==> config.mk <==
export PLATFORM = sky130hd
export DESIGN_NAME = ind_ptr_fetch
export DESIGN_NICKNAME = d
export VERILOG_FILES = /design/src/rtl/ipf_pkg.sv /design/src/rtl/ipf_ptr_base.sv /design/src/rtl/ipf_assemble.sv /design/src/rtl/ind_ptr_fetch.sv
export SDC_FILE = /design/constraint.sdc
export NUM_CORES = 1
export LEC_CHECK = 0
export ABC_CLOCK_PERIOD_IN_PS = 2400
export BUFFER_PORTS_ARGS = -buffer_cell sky130_fd_sc_hd__buf_2
export CAP_MARGIN = 20
export CORE_MARGIN = 5
export CORE_UTILIZATION = 46
export CTS_BUF_LIST = sky130_fd_sc_hd__clkbuf_4
export DETAILED_ROUTE_END_ITERATION = 16
export GPL_ROUTABILITY_DRIVEN = 0
export PLACE_DENSITY = 0.83
export SYNTH_ARGS = -nofsm -noshare
export SYNTH_HDL_FRONTEND = slang
export SYNTH_SLANG_ARGS = --single-unit
==> constraint.sdc <==
create_clock -name clk -period 2.4 [get_ports clk]
set_input_delay 0.6 -clock clk [delete_from_list [all_inputs] [get_ports clk]]
set_output_delay 0.6 -clock clk [all_outputs]
set_load 0.01 [all_outputs]
==> src/rtl/ipf_pkg.sv <==
package ipf_pkg;
    typedef enum logic [1:0] {
        IPF_JMP_IND  = 2'd0,
        IPF_JMP_LONG = 2'd1,
        IPF_DIR_IND  = 2'd2,
        IPF_DIR_LONG = 2'd3
    } ipf_mode_e;

    typedef enum logic [1:0] {
        ST_IDLE  = 2'd0,
        ST_FETCH = 2'd1,
        ST_DONE  = 2'd2
    } ipf_state_e;
endpackage

==> src/rtl/ipf_ptr_base.sv <==
module ipf_ptr_base #(
    parameter int BYTE_W = 8,
    localparam int PTR_W = 2 * BYTE_W
) (
    input  logic              use_dir,
    input  logic [BYTE_W-1:0] op_lo,
    input  logic [BYTE_W-1:0] op_hi,
    input  logic [PTR_W-1:0]  dir_reg,
    output logic [PTR_W-1:0]  ptr
);
    // Direct modes add the offset to the direct register; the sum wraps.
    always_comb begin
        if (use_dir) ptr = dir_reg + {{BYTE_W{1'b0}}, op_lo};
        else         ptr = {op_hi, op_lo};
    end
endmodule

==> src/rtl/ipf_assemble.sv <==
module ipf_assemble #(
    parameter int BYTE_W    = 8,
    parameter int MAX_BYTES = 3,
    localparam int PTR_W    = 2 * BYTE_W,
    localparam int EA_W     = 3 * BYTE_W
) (
    input  logic                                long_sel,
    input  logic [MAX_BYTES-1:0][BYTE_W-1:0]   bytes,
    input  logic [BYTE_W-1:0]                   bank,
    output logic [EA_W-1:0]                     ea,
    output logic [PTR_W-1:0]                    pc,
    output logic [BYTE_W-1:0]                   pb
);
    always_comb begin
        pc = {bytes[1], bytes[0]};
        pb = bytes[2];
        ea = long_sel ? {bytes[2], bytes[1], bytes[0]} : {bank, bytes[1], bytes[0]};
    end
endmodule

==> src/rtl/ind_ptr_fetch.sv <==
module ind_ptr_fetch
    import ipf_pkg::*;
#(
    parameter int BYTE_W = 8,
    localparam int PTR_W     = 2 * BYTE_W,
    localparam int EA_W      = 3 * BYTE_W,
    localparam int MAX_BYTES = 3,
    localparam int IDX_W     = $clog2(MAX_BYTES)
) (
    input  logic              clk,
    input  logic              rst,
    input  logic              start,
    input  logic [1:0]        mode_i,
    input  logic [BYTE_W-1:0] op_lo_i,
    input  logic [BYTE_W-1:0] op_hi_i,
    input  logic [PTR_W-1:0]  dir_reg_i,
    input  logic [BYTE_W-1:0] dbank_i,
    output logic              rd_req_o,
    output logic [EA_W-1:0]   rd_addr_o,
    input  logic              rd_valid_i,
    input  logic [BYTE_W-1:0] rd_data_i,
    output logic [EA_W-1:0]   ea_o,
    output logic              ea_load_o,
    output logic [PTR_W-1:0]  pc_o,
    output logic              pc_load_o,
    output logic [BYTE_W-1:0] pb_o,
    output logic              pb_load_o,
    output logic              done_o,
    output logic              busy_o
);
    typedef struct packed {
        ipf_state_e                       st;
        ipf_mode_e                        mode;
        logic [PTR_W-1:0]                 ptr;
        logic [IDX_W-1:0]                 idx;
        logic [MAX_BYTES-1:0][BYTE_W-1:0] bytes;
        logic [BYTE_W-1:0]                bank;
    } regs_t;

    regs_t            r_q, r_d;
    logic [PTR_W-1:0] base_ptr;
    logic [IDX_W-1:0] last_idx;

    ipf_ptr_base #(.BYTE_W(BYTE_W)) u_base (
        .use_dir (mode_i[1]),
        .op_lo   (op_lo_i),
        .op_hi   (op_hi_i),
        .dir_reg (dir_reg_i),
        .ptr     (base_ptr)
    );

    // Long modes (bit 0 set) fetch a third byte.
    assign last_idx = r_q.mode[0] ? IDX_W'(MAX_BYTES - 1) : IDX_W'(MAX_BYTES - 2);

    always_comb begin
        r_d = r_q;
        unique case (r_q.st)
            ST_IDLE: begin
                if (start) begin
                    r_d.st   = ST_FETCH;
                    r_d.mode = ipf_mode_e'(mode_i);
                    r_d.ptr  = base_ptr;
                    r_d.idx  = '0;
                    r_d.bank = dbank_i;
                end
            end
            ST_FETCH: begin
                if (rd_valid_i) begin
                    for (int i = 0; i < MAX_BYTES; i++) begin
                        if (r_q.idx == IDX_W'(i)) r_d.bytes[i] = rd_data_i;
                    end
                    if (r_q.idx == last_idx) r_d.st  = ST_DONE;
                    else                     r_d.idx = r_q.idx + 1'b1;
                end
            end
            default: r_d.st = ST_IDLE;
        endcase
    end

    always_ff @(posedge clk) begin
        if (rst) r_q <= '0;
        else     r_q <= r_d;
    end

    assign busy_o    = (r_q.st != ST_IDLE);
    assign rd_req_o  = (r_q.st == ST_FETCH);
    assign rd_addr_o = {{BYTE_W{1'b0}}, r_q.ptr + PTR_W'(r_q.idx)};
    assign done_o    = (r_q.st == ST_DONE);
    assign ea_load_o = done_o &  r_q.mode[1];
    assign pc_load_o = done_o & ~r_q.mode[1];
    assign pb_load_o = done_o &  (r_q.mode == IPF_JMP_LONG);

    ipf_assemble #(.BYTE_W(BYTE_W), .MAX_BYTES(MAX_BYTES)) u_asm (
        .long_sel (r_q.mode[0]),
        .bytes    (r_q.bytes),
        .bank     (r_q.bank),
        .ea       (ea_o),
        .pc       (pc_o),
        .pb       (pb_o)
    );


    rd_bank_zero_chk: assert property (@(posedge clk) disable iff (rst)
        rd_req_o |-> (rd_addr_o[EA_W-1:PTR_W] == '0));


    rd_hold_chk: assert property (@(posedge clk) disable iff (rst)
        (rd_req_o && !rd_valid_i) |=> (rd_req_o && $stable(rd_addr_o)));


    rd_step_chk: assert property (@(posedge clk) disable iff (rst)
        (rd_req_o && rd_valid_i) |=> (!rd_req_o ||
            rd_addr_o[PTR_W-1:0] == PTR_W'($past(rd_addr_o[PTR_W-1:0]) + 1'b1)));


    done_pulse_chk: assert property (@(posedge clk) disable iff (rst)
        done_o |=> !done_o);


    one_result_chk: assert property (@(posedge clk) disable iff (rst)
        done_o |-> $onehot({ea_load_o, pc_load_o}));


    strobe_gated_chk: assert property (@(posedge clk) disable iff (rst)
        (ea_load_o || pc_load_o || pb_load_o) |-> done_o);


    bank_with_pc_chk: assert property (@(posedge clk) disable iff (rst)
        pb_load_o |-> pc_load_o);


    busy_start_chk: assert property (@(posedge clk) disable iff (rst)
        (start && rd_req_o && !rd_valid_i) |=> $stable(rd_addr_o));
endmodule

# After elaboration in Yosys (flattened, before gate mapping)
# Index checks and enable logic that the tools add are counted.
dict set report word_totals {
  reg_bits 54
  latchBits 0
  mem_bits_rw 0
  mem_bits_ro 0
  in_bits 54
  output_inout_bits 78
  wordCells 48
  mem_count 0
}
dict set report classes {
  n_addsub 3
  multipliers 0
  div 0
  n_lt_le_gt_ge 0
  n_eq_ne 10
  n_shift 0
  mux 13
  bitwise 4
  reduce_logical 10
}
# cell n
set ops {}
lappend ops {{26-bit two-way mux} 1}
lappend ops {{24-bit two-way mux} 1}
lappend ops {{8-bit two-way mux} 3}
lappend ops {{22-bit two-way mux} 1}
lappend ops {{16-bit by 2-bit adder with 16-bit output} 1}
lappend ops {{16-bit by 8-bit adder with 16-bit output} 1}
lappend ops {{16-bit two-way mux} 1}
lappend ops {{3-bit AND reduction} 4}
lappend ops {{2-bit two-way mux} 4}
lappend ops {{2-bit one-hot mux with 2 select lines} 2}
lappend ops {{2-bit by 1-bit == test with 1-bit output, second input constant} 3}
lappend ops {{2-bit == test, second input constant} 2}
lappend ops {{2-bit zero test} 2}
lappend ops {{2-bit by 1-bit != test with 1-bit output, second input constant} 2}
lappend ops {{2-bit != test, second input constant} 2}
lappend ops {{4-bit AND reduction} 1}
lappend ops {{2-bit nonzero test} 2}
lappend ops {{1-bit AND} 3}
lappend ops {{2-bit by 1-bit adder with 2-bit output, second input constant} 1}
lappend ops {{2-bit == test} 1}
lappend ops {{2-bit AND reduction} 1}
lappend ops {{1-bit NOT} 1}

# Depth between registers and ports, before layout
# Gate-level depths: netlist of the first run.
dict set report logic_depth {
  word_depth 5
  mapped_depth 8
  mapped_depth_nobuf 8
}

# By module
# Synthesis of the first run repeated with hierarchy kept, for this count alone.
dict set report unflattened {
  hier_cells 476
  hier_area_um2 3674.8
}
# module instances cells_per_inst area_each_um2 seq_area_each_um2
set modules_own_cells {}
lappend modules_own_cells {ind_ptr_fetch 1 306 2408.6 1081.0}
lappend modules_own_cells {ipf_ptr_base 1 121 834.6 0.0}
lappend modules_own_cells {ipf_assemble 1 49 431.7 0.0}

# Worst setup path before layout of the first run
# Ideal clock, no wire load.
dict set report synth_timing {
  path_kind {input to register}
  startpoint {input port op_lo_i[0]}
  endpoint {register r_q[42] (netlist name)}
  setup_ns 0.114
  t_arrival_ns 2.217
  required_ns 2.286
  setup_slack_ns 0.069
  cell_stages 8
  path_buffers 0
  path_cell_list {ha_1 > fa_1 > a211oi_1 > o21ai_1 > nand2_1 > xor2_1 > a21oi_1 > a21o_1}
}
dict set report synth_between {
  elab_chain_cells 2
}
# item line_no
set synth_lines {}
lappend synth_lines {{from (decl)} ind_ptr_fetch.sv:14} ;# input logic [BYTE_W-1:0] op_lo_i,
lappend synth_lines {{16-bit by 8-bit adder with 16-bit output} ipf_ptr_base.sv:13} ;# if (use_dir) ptr = dir_reg + {{BYTE_W{1'b0}}, op_lo};
lappend synth_lines {{16-bit two-way mux} ipf_ptr_base.sv:13}
lappend synth_lines {{to (signal assigned)} ind_ptr_fetch.sv:82} ;# else r_q <= r_d;
lappend synth_lines {{to (decl)} ind_ptr_fetch.sv:40} ;# regs_t r_q, r_d;
# No other way between the ends.
# A chain may end at the register's enable or synchronous reset.

# Final worst setup path of the first run
dict set report layout_timing {
  startpoint {register r_q[33] (netlist name)}
  endpoint {output port rd_addr_o[14]}
}
dict set report layout_between {
  elab_chain_cells 1
}
# item line_no
set layout_lines {}
lappend layout_lines {{16-bit by 2-bit adder with 16-bit output} ind_ptr_fetch.sv:87} ;# assign rd_addr_o = {{BYTE_W{1'b0}}, r_q.ptr + PTR_W'(r_q.idx)};
lappend layout_lines {{to (decl)} ind_ptr_fetch.sv:19} ;# output logic [EA_W-1:0] rd_addr_o,
# No other way between the ends.

==> flow_metrics.py, run 1 <==
metrics = {
    "yosys": {
        "synthCells": 439,
        "synth.distinct_cells": 51,
        "yosysTopAreaCell": "dfxtp_1",
        "syn_area_um2": 3400,
        "syn_area_per_cell_um2": 7.74,
        "ys_top_cells_by_count": "nand2_1 (91), a21oi_1 (56), dfxtp_1 (54)",
        "yosysWarnings": 0,
        "synth_area_leaders": "dfxtp_1 (32%), buf_4 (11%), nand2_1 (10%)",
        "synth_top_flop_cell": "dfxtp_1",
        "yosysTopAreaCellShare": 0.318,
        "synth_edf_count": 0,
        "synthMostInstantiatedCell": "nand2_1",
        "yosysSeqAreaShare": 0.318,
        "yosys_register_bits": 54,
        "async_flop_share": 0,
    },
    "clock_tree": {
        "clock-root-buffer": "clkbuf_4",
        "h-tree-depth": 2,
        "holdBufCountCts": 0,
        "cts_buffer_depth": 2,
        "numCtsBuffers": 5,
        "cts.sinks": 54,
        "insertion_delay_ns": 0.38,
        "path_clk_slew_ns": 0.17,
        "cts_tree": "done",
    },
    "final_layout": {
        "drive_above_1_share": 0.363,
        "antenna_cells": 0,
        "largest_register_ffs": 54,
        "largestRegisters": "r_q (54)",
        "finalNetCount": 602,
        "regArea_um2": 1090,
        "top_register": "r_q",
        "syn_to_final_growth_pct": 21.0,
        "multi_input_area_um2": 2010,
        "nFillCells": 716,
    },
    "global_route": {
        "antenna_found_initial": 0,
        "grt_max_degree": 33,
        "grt.overflow.total": 0,
        "grt_pass1_vias": 3103,
        "grt_usage": 0.192,
        "grt_pass1_wl_um": 14100,
    },
    "timing": {
        "fmax_ghz": 0.392,
        "final_hold_viol_count": 0,
        "whs_ns": 0.433,
        "grt_setup_unrepaired": "true",
        "finalCritPeriodShare": 1.06,
        "skew_ns": 0.0165,
        "fin_crit_ns": 2.55,
        "finalMaxSlewViolations": 0,
        "max-slew-margin-rel": 0.629,
        "postLayoutSetupSlackWorst_ns": -0.152,
        "setup_viol_count_final": 12,
        "tightest_slew_ns": 0.556,
    },
    "worst_setup_path": {
        "crit_family": "simple AND/OR/NAND/NOR gates",
        "worstPathArrival_ns": 1.95,
        "path_cells": "buf_6 > fa_2 > and3_4 > nor2b_4 > nand3_2 > xnor2_2 > buf_2",
        "rr_worst_depth": 6,
        "path_buf_inv": 2,
        "crit_type": "reg2out",
        "cp_max_fo": 3,
        "crit_path_end": "rd_addr_o[14]",
        "reg2reg_to": "r_q[43]",
        "crit_required_ns": 1.80,
        "regToRegStartpoint": "r_q[52]",
        "cp-start-kind": "flop",
        "worstSetupEndpointType": "output pin",
        "path_depth": 7,
        "crit_path_start": "r_q[33]",
        "cp_slowest_stage_delay_ns": 0.39,
        "ff2ff_setup_slack_ns": 0.82,
        "worst_path_max_delay_cell": "dfxtp_4",
    },
    "floorplan": {
        "coreArea_um2": 7210,
        "dieArea_um2": 9210,
        "dieWidth_um": 96.0,
        "initial_core_util": 0.471,
        "die_h_um": 96.0,
        "core.rowCount": 31,
        "boundaryPins": 132,
    },
    "pwr": {
        "power_density_nw_per_um2": 460,
        "internal-power_uw": 1280,
        "p_leak_uw": 0.00191,
        "netSwitchingFraction": 0.325,
        "pwr-share-comb": 0.254,
        "clkPwrFrac": 0.225,
        "seq_power_share": 0.521,
        "ir_worst_vdd_uv": 201,
        "switchingPower_uw": 615,
    },
    "placed_design": {
        "port_buffers": 123,
        "place_ws_ns": -0.110,
        "hpwlAfterDp_um": 7110,
    },
    "job": {
        "maxCapViolations": 0,
    },
    "drt": {
        "drt_first_pass_iters": 4,
        "routed_via_density": 5.23,
        "drc": 0,
        "wl_um": 8960,
        "wl_per_cell_um": 14.2,
        "vias": 3312,
        "ant_nets": 0,
        "drt_iter0_markers": 101,
    },
    "status": {
        "violations": "setup timing",
        "status": "finished with violations",
    },
    "worst_hold_path": {
        "hold_path_class": "in2reg",
    },
}
[cells by family (layout without fill, tap and decap cells)]
group                      after synthesis  in the layout  share of synthesized area
other                                    1              8                    0.00110
adders and majority gates               15             15                     0.0596
DFF                                     54             54                      0.318
and+or+nand+nor                        165            165                      0.221
muxes                                   13             13                     0.0416
xor gates and xnor gates                18             18                     0.0464
AOI/OAI and AO/OA                      101            101                      0.179
buffers and inverters                   72            160                      0.133
[power by group through the flow]
stage	clock network, uW	logic, uW	registers [uW]
2_1_floorplan	0	316	988
3_3_place_gp	0	454	996
3_5_place_dp	0	466	1000
4_1_cts	438	474	985
5_1_grt	476	532	992
6_report	425	481	986
[worst min path at each step]
stage                    start  endpoint  slack (ns)  cells after the start
finish              dbank_i[6]    r_q[6]        0.43                      3
global route        dbank_i[6]    r_q[6]        0.42                      3
CTS                 dbank_i[1]    r_q[1]        0.42                      3
detailed placement      r_q[6]    r_q[6]        0.45                      2
global placement        r_q[1]    r_q[1]        0.44                      2
floorplan               r_q[0]    r_q[0]        0.43                      2
[area by class of cell]
cell class | instances | share of cell area
Sequential cell | 54 | 0.266
Clock buffer | 5 | 0.00913
Inverter | 7 | 0.00639
Clock inverter | 3 | 0.00609
Multi-Input combinational cell | 320 | 0.490
Tap cell | 99 | 0.0301
Timing Repair Buffer | 145 | 0.193
[cells in the final DEF, fill, tap and decap left out, drive strengths merged, types with 2 or more instances in the layout]
cell / netlist / layout
mux2i: 4 / 4
nor3: 4 / 4
o21bai: 2 / 2
a21o: 3 / 3
nand2b: 4 / 4
nor2b: 5 / 5
mux2: 9 / 9
clkbuf: 15 / 5
conb: 1 / 8
a2bb2oi: 2 / 2
fa: 2 / 2
a31oi: 2 / 2
and3: 12 / 12
clkinv: 1 / 2
xnor2: 13 / 13
ha: 13 / 13
nand3: 11 / 11
nand2: 92 / 92
dfxtp: 54 / 54
nor3b: 2 / 2
nand4: 4 / 4
and2: 4 / 4
o21a: 3 / 3
a2111oi: 2 / 2
inv: 6 / 7
buf: 50 / 145
xor2: 5 / 5
o21ai: 14 / 14
a211oi: 10 / 10
a21oi: 57 / 57
o211ai: 2 / 2
nor4b: 2 / 2
nor2: 21 / 21
[through the flow]
step,TNS (ns),std cells,power [uW],utilization,area [um^2]
finish,-0.906,633,1890,0.570,4110
global route,-2.20,633,2000,0.570,4110
CTS,-1.35,630,1900,0.563,4060
detailed placement,-0.546,618,1470,0.534,3850
global placement,-0.286,618,1450,0.534,3850
floorplan,0,446,1300,-,3420
[repair_timing]
item / 4_1_cts / 5_1_grt
endpoints found under the setup margin: 12 / 13
setup buffers: 4 / 3
resized for setup: 27 / 8
pin swaps: 11 / 8
[worst register-to-register path, stage by stage (launching register included)]
cell,delay (ns)
dfxtp_1,0.37
nor2_1,0.08
and2_1,0.17
buf_4,0.24
nand3_1,0.12
a21oi_1,0.07
or4_1,0.45
[layer usage]
layer / wire, um / vias to the layer above / track usage
li1: - / 1642 / -
met1: 3550 / 1512 / 0.227
met2: 4510 / 143 / 0.352
met3: 779 / 15 / 0.0414
met4: 127 / 0 / 0.0486
met5: 0 / - / 0
Power figures use the tool's default switching activity.
==> inputs of run 2 (changes only) <==
--- a/config.mk
+++ b/config.mk
@@ -12,4 +12,5 @@
 export CORE_UTILIZATION = 46
 export CTS_BUF_LIST = sky130_fd_sc_hd__clkbuf_4
+export CTS_CLUSTER_SIZE = 16
 export DETAILED_ROUTE_END_ITERATION = 16
 export GPL_ROUTABILITY_DRIVEN = 0
==> constraint.sdc (replaced) <==
create_clock -name clk -period 2.4 [get_ports clk]
set_input_delay 0 -clock clk [delete_from_list [all_inputs] [get_ports clk]]
set_output_delay 0 -clock clk [all_outputs]
set_load 0.01 [all_outputs]
==> flow_metrics.py, run 2 (synthesized netlist as in run 1, its figures left out) <==
metrics = {
    "floorplan": {
        "initial_core_util": 0.471,
        "dieWidth_um": 96.0,
        "core.rowCount": 31,
        "die_h_um": 96.0,
        "dieArea_um2": 9210,
        "boundaryPins": 132,
        "coreArea_um2": 7210,
    },
    "pwr": {
        "clkPwrFrac": 0.227,
        "switchingPower_uw": 611,
        "ir_worst_vdd_uv": 224,
        "internal-power_uw": 1290,
        "pwr-share-comb": 0.258,
        "p_leak_uw": 0.00191,
        "seq_power_share": 0.515,
        "power_density_nw_per_um2": 460,
        "netSwitchingFraction": 0.322,
    },
    "global_route": {
        "grt_pass1_vias": 3193,
        "grt_max_degree": 40,
        "grt.overflow.total": 0,
        "antenna_found_initial": 0,
        "grt_usage": 0.197,
        "grt_pass1_wl_um": 14500,
    },
    "timing": {
        "grt_setup_unrepaired": "false",
        "fmax_ghz": 0.451,
        "finalCritPeriodShare": 0.925,
        "fin_crit_ns": 2.22,
        "skew_ns": 0.0242,
        "final_hold_viol_count": 0,
        "setup_viol_count_final": 0,
        "finalSetupTns_ns": 0,
        "finalMaxSlewViolations": 0,
    },
    "final_layout": {
        "layout_common_cells": "buf_2 (123), nand2_1 (91), a21oi_1 (56)",
        "mostFrequentLayoutCell": "buf_2",
        "drive_above_1_share": 0.277,
        "largest_register_ffs": 54,
        "instances_no_fill": 644,
        "top_register": "r_q",
        "antenna_cells": 0,
        "largestRegisters": "r_q (54)",
        "syn_to_final_growth_pct": 21.5,
        "finalNetCount": 613,
    },
    "placed_design": {
        "port_buffers": 123,
        "dp.cells": 607,
        "hpwlAfterDp_um": 6950,
    },
    "worst_setup_path": {
        "crit_type": "reg2out",
        "worstPathArrival_ns": 2.22,
        "worstSetupEndpointType": "output pin",
        "crit_required_ns": 2.40,
        "cp-start-kind": "flop",
        "cp_max_fo": 5,
    },
    "drt": {
        "drt_first_pass_iters": 4,
        "routed_via_density": 5.13,
        "drt_iter0_markers": 91,
        "wl_um": 8990,
        "vias": 3303,
        "drc": 0,
        "wl_per_cell_um": 14.0,
        "ant_nets": 0,
    },
    "job": {
        "maxCapViolations": 0,
    },
    "clock_tree": {
        "cts.sinks": 54,
        "h-tree-depth": 2,
        "cts_buffer_depth": 2,
        "insertion_delay_ns": 0.38,
        "clock-root-buffer": "clkbuf_4",
        "path_clk_slew_ns": 0.18,
        "numCtsBuffers": 5,
        "post_cts_buffers": 0,
        "cts_tree": "done",
    },
    "status": {
        "status": "finished clean",
    },
    "worst_hold_path": {
        "hold_path_class": "in2reg",
    },
}
-- run 2: worst paths after layout --
check / from / to / slack (ns) / cells past startpoint
worst min register to register: r_q[6] / r_q[6] / 0.47 / 2
worst min-delay path: dir_reg_i[13] / r_q[47] / 0.02 / 4
worst max-delay path: r_q[32] / rd_addr_o[12] / 0.18 / 7
worst max register to register: r_q[52] / r_q[43] / 0.79 / 6
-- run 2: power groups by stage --
stage	Clock, uW	Sequential, uW	Combinational (uW)
2_1_floorplan	0	988	316
3_3_place_gp	0	994	438
3_5_place_dp	0	998	451
4_1_cts	452	978	489
5_1_grt	485	986	545
6_report	431	978	491
-- run 2: stage by stage --
stage	hold slack (ns)	utilization	cell area (um^2)	setup slack [ns]	total power [uW]
finish	0.0152	0.572	4130	0.180	1900
floorplan	0.136	-	3420	0.669	1300
global route	0.0146	0.572	4130	0.0150	2020
global placement	0.244	0.522	3770	0.419	1430
detailed placement	0.250	0.522	3770	0.335	1450
CTS	0.000484	0.572	4130	0.109	1920
-- run 2: cell type report --
cell class | count | area (um^2)
fillers | 703 | 3090
multi-input cells | 320 | 1890
flip-flops and latches | 54 | 1080
repair buffers | 156 | 936
well taps | 99 | 124
clock buffers | 5 | 37.5
clock inverters | 3 | 28.8
inverters | 7 | 26.3
-- run 2: worst max-delay path, stage by stage, from the launching register on --
cell	delay, ns
dfxtp_1	0.40
ha_1	0.25
fa_1	0.44
and3_1	0.21
nor2b_2	0.18
nand3_1	0.10
xnor2_1	0.12
buf_2	0.15
-- run 2: metal layers --
layer  global-route usage  wire [um]  vias to the layer above
met4               0.0332         63                        0
met2                0.372       4560                      126
met3               0.0336        654                        6
met1                0.233       3710                     1507
met5                    0          0                        -
li1                     -          -                     1664
-- run 2: what timing repair did --
action | 4_1_cts | 5_1_grt
hold endpoints to repair | 47 | 0
hold buffers | 29 | 0
gates resized for setup | 0 | 1
setup endpoints to repair | 0 | 2
